File: src/rtl/prst_pkg.sv
package prst_pkg;

    typedef enum logic [2:0] {
        ST_IDLE  = 3'd0,
        ST_PULSE = 3'd1,
        ST_WAIT  = 3'd2,
        ST_POLL  = 3'd3,
        ST_READY = 3'd4
    } prst_state_e;

endpackage

File: src/rtl/prst_sync.sv
// Two-flop synchronizer for one asynchronous level input.
module prst_sync #(
    parameter bit RST_VAL = 1'b1
) (
    input  logic clk,
    input  logic rst_n,
    input  logic d_async,
    output logic q_sync
);
    logic stage1;
    logic stage2;

    always_ff @(posedge clk or negedge rst_n) begin
        if (!rst_n) begin
            stage1 <= RST_VAL;
            stage2 <= RST_VAL;
        end else begin
            stage1 <= d_async;
            stage2 <= stage1;
        end
    end

    assign q_sync = stage2;
endmodule

File: src/rtl/prst_timer.sv
// Loadable down-counter: zero flags that the loaded interval has elapsed.
module prst_timer #(
    parameter int TW = 8
) (
    input  logic          clk,
    input  logic          rst_n,
    input  logic          load,
    input  logic [TW-1:0] load_val,
    output logic          zero
);
    logic [TW-1:0] count;

    always_ff @(posedge clk or negedge rst_n) begin
        if (!rst_n) begin
            count <= '0;
        end else if (load) begin
            count <= load_val;
        end else if (count != '0) begin
            count <= count - 1'b1;
        end
    end

    assign zero = (count == '0);
endmodule

File: src/rtl/prst_tries.sv
// Attempt counter: restart sets it to one, each retry adds one.
module prst_tries #(
    parameter int MAX_TRIES = 3
) (
    input  logic clk,
    input  logic rst_n,
    input  logic restart,
    input  logic bump,
    output logic last
);
    localparam int NW = $clog2(MAX_TRIES + 1);

    logic [NW-1:0] cnt;

    always_ff @(posedge clk or negedge rst_n) begin
        if (!rst_n) begin
            cnt <= '0;
        end else if (restart) begin
            cnt <= NW'(1);
        end else if (bump && (cnt < NW'(MAX_TRIES))) begin
            cnt <= cnt + 1'b1;
        end
    end

    assign last = (cnt >= NW'(MAX_TRIES));
endmodule

File: src/rtl/prst_supervisor.sv
module prst_supervisor
    import prst_pkg::*;
#(
    parameter int PULSE_CYC = 50,
    parameter int WAIT_CYC  = 3600000,
    parameter int POLL_CYC  = 1000000,
    parameter int MAX_TRIES = 3
) (
    input  logic clk,
    input  logic rst_n,
    input  logic rsp_timeout,
    output logic clr_n,
    input  logic rdy_n,
    output logic busy,
    output logic periph_ok,
    output logic fault
);
    localparam int MAX_AB = (PULSE_CYC > WAIT_CYC) ? PULSE_CYC : WAIT_CYC;
    localparam int MAX_C  = (MAX_AB > POLL_CYC) ? MAX_AB : POLL_CYC;
    localparam int TW     = $clog2(MAX_C + 1);
    localparam logic [TW-1:0] PULSE_LD = TW'(PULSE_CYC - 1);
    localparam logic [TW-1:0] WAIT_LD  = TW'(WAIT_CYC - 1);
    localparam logic [TW-1:0] POLL_LD  = TW'(POLL_CYC - 1);

    prst_state_e   st, st_nxt;
    logic          fault_q;
    logic          rdy_s;
    logic          t_load;
    logic [TW-1:0] t_val;
    logic          t_zero;
    logic          try_restart;
    logic          try_bump;
    logic          try_last;
    logic          flt_set;
    logic          flt_clr;

    prst_sync #(.RST_VAL(1'b1)) u_sync (
        .clk    (clk),
        .rst_n  (rst_n),
        .d_async(rdy_n),
        .q_sync (rdy_s)
    );

    prst_timer #(.TW(TW)) u_timer (
        .clk     (clk),
        .rst_n   (rst_n),
        .load    (t_load),
        .load_val(t_val),
        .zero    (t_zero)
    );

    prst_tries #(.MAX_TRIES(MAX_TRIES)) u_tries (
        .clk    (clk),
        .rst_n  (rst_n),
        .restart(try_restart),
        .bump   (try_bump),
        .last   (try_last)
    );

    // Next-state and control decode
    always_comb begin
        st_nxt      = st;
        t_load      = 1'b0;
        t_val       = '0;
        try_restart = 1'b0;
        try_bump    = 1'b0;
        flt_set     = 1'b0;
        flt_clr     = 1'b0;
        unique case (st)
            ST_IDLE, ST_READY: begin
                if (rsp_timeout) begin
                    st_nxt      = ST_PULSE;
                    t_load      = 1'b1;
                    t_val       = PULSE_LD;
                    try_restart = 1'b1;
                    flt_clr     = 1'b1;
                end
            end
            ST_PULSE: begin
                if (t_zero) begin
                    st_nxt = ST_WAIT;
                    t_load = 1'b1;
                    t_val  = WAIT_LD;
                end
            end
            ST_WAIT: begin
                if (t_zero) begin
                    st_nxt = ST_POLL;
                    t_load = 1'b1;
                    t_val  = POLL_LD;
                end
            end
            ST_POLL: begin
                if (!rdy_s) begin
                    st_nxt = ST_READY;
                end else if (t_zero) begin
                    if (try_last) begin
                        st_nxt  = ST_IDLE;
                        flt_set = 1'b1;
                    end else begin
                        st_nxt   = ST_PULSE;
                        t_load   = 1'b1;
                        t_val    = PULSE_LD;
                        try_bump = 1'b1;
                    end
                end
            end
            default: st_nxt = ST_IDLE;
        endcase
    end

    // State register
    always_ff @(posedge clk or negedge rst_n) begin
        if (!rst_n) begin
            st <= ST_IDLE;
        end else begin
            st <= st_nxt;
        end
    end

    // Fault flag
    always_ff @(posedge clk or negedge rst_n) begin
        if (!rst_n) begin
            fault_q <= 1'b0;
        end else if (flt_set) begin
            fault_q <= 1'b1;
        end else if (flt_clr) begin
            fault_q <= 1'b0;
        end
    end

    // Outputs
    always_comb begin
        clr_n     = 1'b1;
        busy      = 1'b0;
        periph_ok = 1'b0;
        unique case (st)
            ST_IDLE:  periph_ok = !fault_q;
            ST_PULSE: begin
                clr_n = 1'b0;
                busy  = 1'b1;
            end
            ST_WAIT:  busy = 1'b1;
            ST_POLL:  busy = 1'b1;
            ST_READY: periph_ok = 1'b1;
            default:  periph_ok = 1'b0;
        endcase
        fault = fault_q;
    end
endmodule

File: config.mk
export PLATFORM = sky130hd
export DESIGN_NAME = prst_supervisor
export DESIGN_NICKNAME = d
export VERILOG_FILES = /design/src/rtl/prst_pkg.sv /design/src/rtl/prst_sync.sv /design/src/rtl/prst_timer.sv /design/src/rtl/prst_tries.sv /design/src/rtl/prst_supervisor.sv
export SDC_FILE = /design/constraint.sdc
export NUM_CORES = 1
export LEC_CHECK = 0
export ABC_AREA = 1
export BUFFER_PORTS_ARGS = -buffer_cell sky130_fd_sc_hd__buf_2
export CAP_MARGIN = 0
export CORE_MARGIN = 4
export CORE_UTILIZATION = 66
export CTS_CLUSTER_DIAMETER = 80
export DETAILED_ROUTE_END_ITERATION = 6
export PLACE_DENSITY = 0.84
export SYNTH_ARGS = -nofsm -noshare
export SYNTH_HDL_FRONTEND = slang
export SYNTH_HIERARCHICAL = 1
export SYNTH_SLANG_ARGS = --single-unit
File: constraint.sdc
create_clock -name clk -period 7.1 [get_ports clk]
set_input_delay 0.355 -clock clk [delete_from_list [all_inputs] [get_ports clk]]
set_output_delay 0.355 -clock clk [all_outputs]
set_load 0.01 [all_outputs]
# Yosys cells after proc, flatten, opt, wreduce, memory -nomap -nowiden
# Index checks and enable logic that the tools add are counted.
# Widths: inputs -> output; s select.
[totals] regBits=30 mem_bits_ro=0 mem_bits_rw=0 memories=0 latchBits=0 out_inout_bits=4
[op_classes] n_lt_le_gt_ge=2 add_sub_neg=2 bitwise=0 n_eq_ne=8 muxes=35 n_reduce_logical=12 shifts=0 n_div=0 mul=0
[ops] op="$pmux 22 s4" count=1
[ops] op="$mux 22" count=3
[ops] op="$mux 6" count=4
[ops] op="$logic_not 22->1" count=1
[ops] op="$reduce_bool 22->1" count=1
[ops] op="$sub 22x1->22 const B" count=1
[ops] op="$mux 20" count=1
[ops] op="$mux 1" count=16
[ops] op="$mux 3" count=5
[ops] op="$pmux 3 s4" count=1
[ops] op="$eq 3x2->1 const B" count=2
[ops] op="$ne 2x2->1 const B" count=3
[ops] op="$reduce_bool 2->1" count=3
[ops] op="$mux 2" count=2
[ops] op="$reduce_and 4->1" count=1
[ops] op="$reduce_or 2->1" count=2
[ops] op="$eq 3x1->1 const B" count=1
[ops] op="$eq 3x3->1 const B" count=1
[ops] op="$logic_not 3->1" count=1
[ops] op="$ne 3x3->1 const B" count=1
[ops] op="$pmux 1 s3" count=1
[ops] op="$reduce_or 3->1" count=1
[ops] op="$add 2x1->2 const B" count=1
[ops] op="$ge 2x2->1 const B" count=1
[ops] op="other kinds (4)" count=4

# Longest topological paths before layout
[depth] depth_word=8 depth_mapped=15 ltp_nobuf=14

# Modules after synthesis
# Netlist, hierarchy kept.
[modules_own_cells] module="prst_timer" cells_each=221 n_inst=1 area_each_um2=1486.4
[modules_own_cells] module="prst_supervisor" cells_each=50 n_inst=1 area_each_um2=326.6
[modules_own_cells] module="prst_tries" cells_each=13 n_inst=1 area_each_um2=108.9
[modules_own_cells] module="prst_sync" cells_each=2 n_inst=1 area_each_um2=52.6

# Worst setup path before layout
# OpenSTA, ideal clock, no wires.
[synth_path] path_type="register to register" from="register u_timer.count[0]" to="register u_timer.count[1]" stages_incl_launch_ff=16 arrival_ns=2.401 n_path_buf=2 setup_ns=0.122 required_time_ns=6.978 synth_period_minus_slack_ns=2.523 path_slack_ns=4.577 path_cell_list="dfrtp_1 inv_1 ha_1 nand2_4 nor2_4 nand2_1 nor4_1 nand3_1 inv_2 nor2_1 nand2_1 buf_4 clkbuf_1 o21ai_0 nand2_1 o21ai_1"
[synth_via] elab_chain_cells=5
[synth_lines] item="start, declared" line_no="prst_timer.sv:11" source="logic [TW-1:0] count;"
[synth_lines] item="start signal, assigned" line_no="prst_timer.sv:17" source="count <= load_val;"
[synth_lines] item="start signal, assigned" line_no="prst_timer.sv:19" source="count <= count - 1'b1;"
[synth_lines] item="$logic_not 22->1 (*)" line_no="prst_timer.sv:23" source="assign zero = (count == '0);"
[synth_lines] item="named net t_zero" line_no="prst_supervisor.sv:30" source="logic t_zero;"
[synth_lines] item="$mux 1" line_no="prst_supervisor.sv:96" source="end else if (t_zero) begin"
[synth_lines] item="$mux 1" line_no="prst_supervisor.sv:94" source="if (!rdy_s) begin"
[synth_lines] item="$pmux 1 s3 (*)" line_no="prst_supervisor.sv:69" source="unique case (st)"
[synth_lines] item="named net t_load" line_no="prst_supervisor.sv:28" source="logic t_load;"
[synth_lines] item="$mux 22 or $reduce_bool 2->1 (tied branches)"
# Mark *: on every way through the listed nets, which the timed path passes. The rest lies on a longest branch. The select of a mux whose other input is x is not followed.
# A chain may end at the register's enable or synchronous reset.

# Final worst setup path
[layout_path] from="register u_timer.count[0]" to="register u_timer.count[9]"
# The elaborated chain is that of the path after synthesis.

==> summary.txt <==
Status
  – Status: completed

Power and ir drop
  – Peak VDD IR: between 200 and 300 uV
  – Pwr dens: 405 nW/um^2
  – Pwr Total: between 800 and 900 uW
  – P_leak: between 0.001 and 0.0015 uW

Finish
  – Multi-input gate area: ~1100 sq um
  – Post-Route Utilization: between 70% and 80%
  – Layout Cells excl Fill: 330
  – Fill cells: 234
  – N_diodes: 0
  – Share of layout cells above drive strength 1: between 10% and 20%
  – P&R area growth vs syn: 6.02%
  – Commonest non-fill, non-tap cell in the layout: nand2_1
  – Most frequent cells in the layout: 99 x nand2_1, 37 x nor2_1, 28 x inv_1, 28 x dfrtp_1, 16 x nand3_1
  – Combined flip-flop and latch cell area: about 750 sq um
  – Nets@finish: roughly 300

CTS
  – Post-CTS Setup Bufs: 0
  – Worst skew pair latency: roughly 0.34 ns
  – CTS Hold Buffers Added: 0
  – CTS Buf Count: 5
  – Clk slew on worst S/H paths: 0.10 ns
  – CTS sink count: 30
  – H-tree depth: 2
  – Root buffer selected by CTS: clkbuf_4
  – CTS tree: yes
  – Post-CTS Resized: 0
  – Max clock buf depth: 2

Yosys
  – Synth Instances: 286
  – Primary FF master, synth: dfrtp_1
  – Synth warnings: 6
  – Seq/Total Area, Yosys: a little under two fifths
  – Main combinational cell family by area after synthesis: simple AND/OR/NAND/NOR gates
  – XOR/XNOR Fraction of Synth Area: approximately 5.8%
  – Cell Area, Synth: 1970 sq um
  – Post-synth EDFFs: 0
  – Post-synth cell types: 25
  – Mux cell area share after synthesis: 0%
  – Post-synthesis adder-cell area fraction: about 1.3%
  – FF+latch count, synth: 30
  – FFs w/ async S/R, synth: 100%
  – Average cell area after synthesis: about 6.9 sq um
  – Post-synthesis simple-gate area fraction: about 43%
  – Compound-Gate Fraction of Synth Area: 4.06%

Worst setup path
  – Worst path top cell family by delay: simple AND/OR/NAND/NOR gates
  – CP Cell Sequence: inv_1, ha_1, nand2_4, nor2_4, nand2_1, nor4_1, nand3_1, inv_2, nor2_1, nand2_1, inv_1, or2_2, nand2_1, nor2_1
  – Critical path class: flip-flop to flip-flop
  – Register-to-Register Path Depth: 14
  – Crit path DAT: between 3 and 4 ns
  – CP max stage cell: nand2_1
  – Maximum single-stage delay on the critical path: 0.59 ns
  – Required time worst endpoint: 7.34 ns
  – Crit. End Element: flip-flop
  – Most Frequent Cell on Critical Path: nand2_1
  – Worst path depth: 14
  – CP Buf/Inv Count: 3
  – Max FO, Critical Path: 25
  – Crit start category: flip-flop

Timing
  – RSZ-0062 raised after global routing: no
  – Setup TNS: 0 ns
  – Fmax: around 0.3 GHz
  – Relative slew slack: 46.8%
  – Clock skew: 0.00768 ns
  – Finish-stage setup viols: 0
  – Slew @ Worst Pin: about 0.80 ns
  – Max-slew violation count: 0
  – Final min period: around 3.3 ns
  – Final worst path period share: between 40% and 50%
  – Hold Violations, Final: 0

Place
  – Routability cong.: slightly above 0.9
  – Post-Place Cells: approximately 320
  – Number of port buffers: 7
  – Dpl hpwl: approximately 3000 um

Routing
  – Routed len/inst: about 12 um
  – Antenna-violating nets left: 0
  – Total wire length: around 4000 um
  – Drt drc: 0
  – Via count: 1718
  – 1st-iter DRT viols: 80
  – Vias/cell: roughly 5.2
  – Drt pass-1 iters: 4

Global routing
  – Vias in the first global route: between 1500 and 2000
  – Global-route wire length before repair: about 7600 um
  – Met2 Use GR: between 30 and 40%
  – GR peak layer: met2
  – Antenna violations before repair: 0
  – Gr usage total: 24.1%
  – Largest net degree at the start of global routing: 31
  – Met3 usage: under 10%
  – Met1 GRT Util: approximately a third
  – Total grt overflow: 0

Hold path
  – Min-delay worst type: primary input to asynchronous set/reset pin

Floorplan
  – Die Wd: between 60 and 70 um
  – Top-level port count: 8
  – Initial core utilization: 70.4%
  – Die height: approximately 63 um
  – # rows: 19
  – Die area: a little under 4000 sq um
  – Core ar.: 2810 sq um

Run
  – Maxcap violations: 0
[worst paths after layout]
check,startpoint,to,slack [ns]
max,u_timer/count[0],u_timer/count[9],3.75
min,rst_n,u_timer/count[13],0.03
max reg2reg,u_timer/count[0],u_timer/count[9],3.75
min reg2reg,u_sync/stage1,u_sync/q_sync,0.36
max in group asynchronous,rst_n,fault,6.64
min in group clk,rdy_n,u_sync/stage1,0.11
[through the flow]
step	cell area, sq um	setup WS [ns]	hold slack (ns)
floorplan	1980	4.58	0.0594
global placement	2030	3.92	0.346
detailed placement	2030	3.82	0.348
CTS	2090	3.76	0.0485
global route	2090	3.31	0.0690
finish	2090	3.75	0.0344
[cells by family (layout without fill, tap and decap cells)]
| logic type | after synthesis | in the layout |
|---|---|---|
| compound gates | 16 | 16 |
| other cells | 1 | 3 |
| flops | 30 | 30 |
| simple gates | 186 | 186 |
| buf+inv | 38 | 49 |
| xor+xnor | 13 | 13 |
| fa+ha+maj | 2 | 2 |
[layer usage]
metal	share of wire [%]	vias up
met5	0	-
met4	1.3	0
met3	3.4	6
met2	46	21
met1	49	789
li1	-	902
[sequential cells by signal, summed over array words and instances (netlist names)]
name and flops:
u_timer/count 22, u_sync/q_sync 1, st 3, fault 1
u_sync/stage1 1, u_tries/cnt 2
[worst reg2reg max path: stages, from the launching register on]
cell	delay, ns
dfrtp_1	0.39
inv_1	0.09
ha_1	0.31
nand2_4	0.13
nor2_4	0.15
nand2_1	0.09
nor4_1	0.50
nand3_1	0.17
inv_2	0.13
nor2_1	0.06
nand2_1	0.59
inv_1	0.22
or2_2	0.33
nand2_1	0.07
nor2_1	0.03
[area by class of cell]
type	instances	share of cell area (%)
Tap cell	31	1.85
Clock inverter	2	0.598
Inverter	34	6.10
Multi-Input combinational cell	220	51.3
Timing Repair Buffer	7	1.67
Sequential cell	30	36.0
Clock buffer	6	2.45
[synthesized netlist by cell type, types with 3 or more instances]
library cell	number	area, sq um
nand2_1	99	372
nor2_1	37	139
dfrtp_1	28	701
inv_1	28	105
nand3_1	16	80.1
o21ai_0	10	50.1
nand4_1	8	50.1
nor2_2	8	50.1
nand2_2	7	43.8
xnor2_1	7	61.3
inv_2	6	22.5
xor2_1	6	52.6
nor2_4	4	45.0
a21oi_1	3	15.0
nand3_2	3	30.0
o21ai_1	3	15.0
[report_power, final]
| part | internal [uW] | switching (uW) | leakage, uW |
|---|---|---|---|
| Clock | 47.5 | 61.4 | 0.0000343 |
| Combinational | 152 | 312 | 0.000683 |
| Sequential | 223 | 51.4 | 0.000387 |
(Power assumes the default switching activity.)
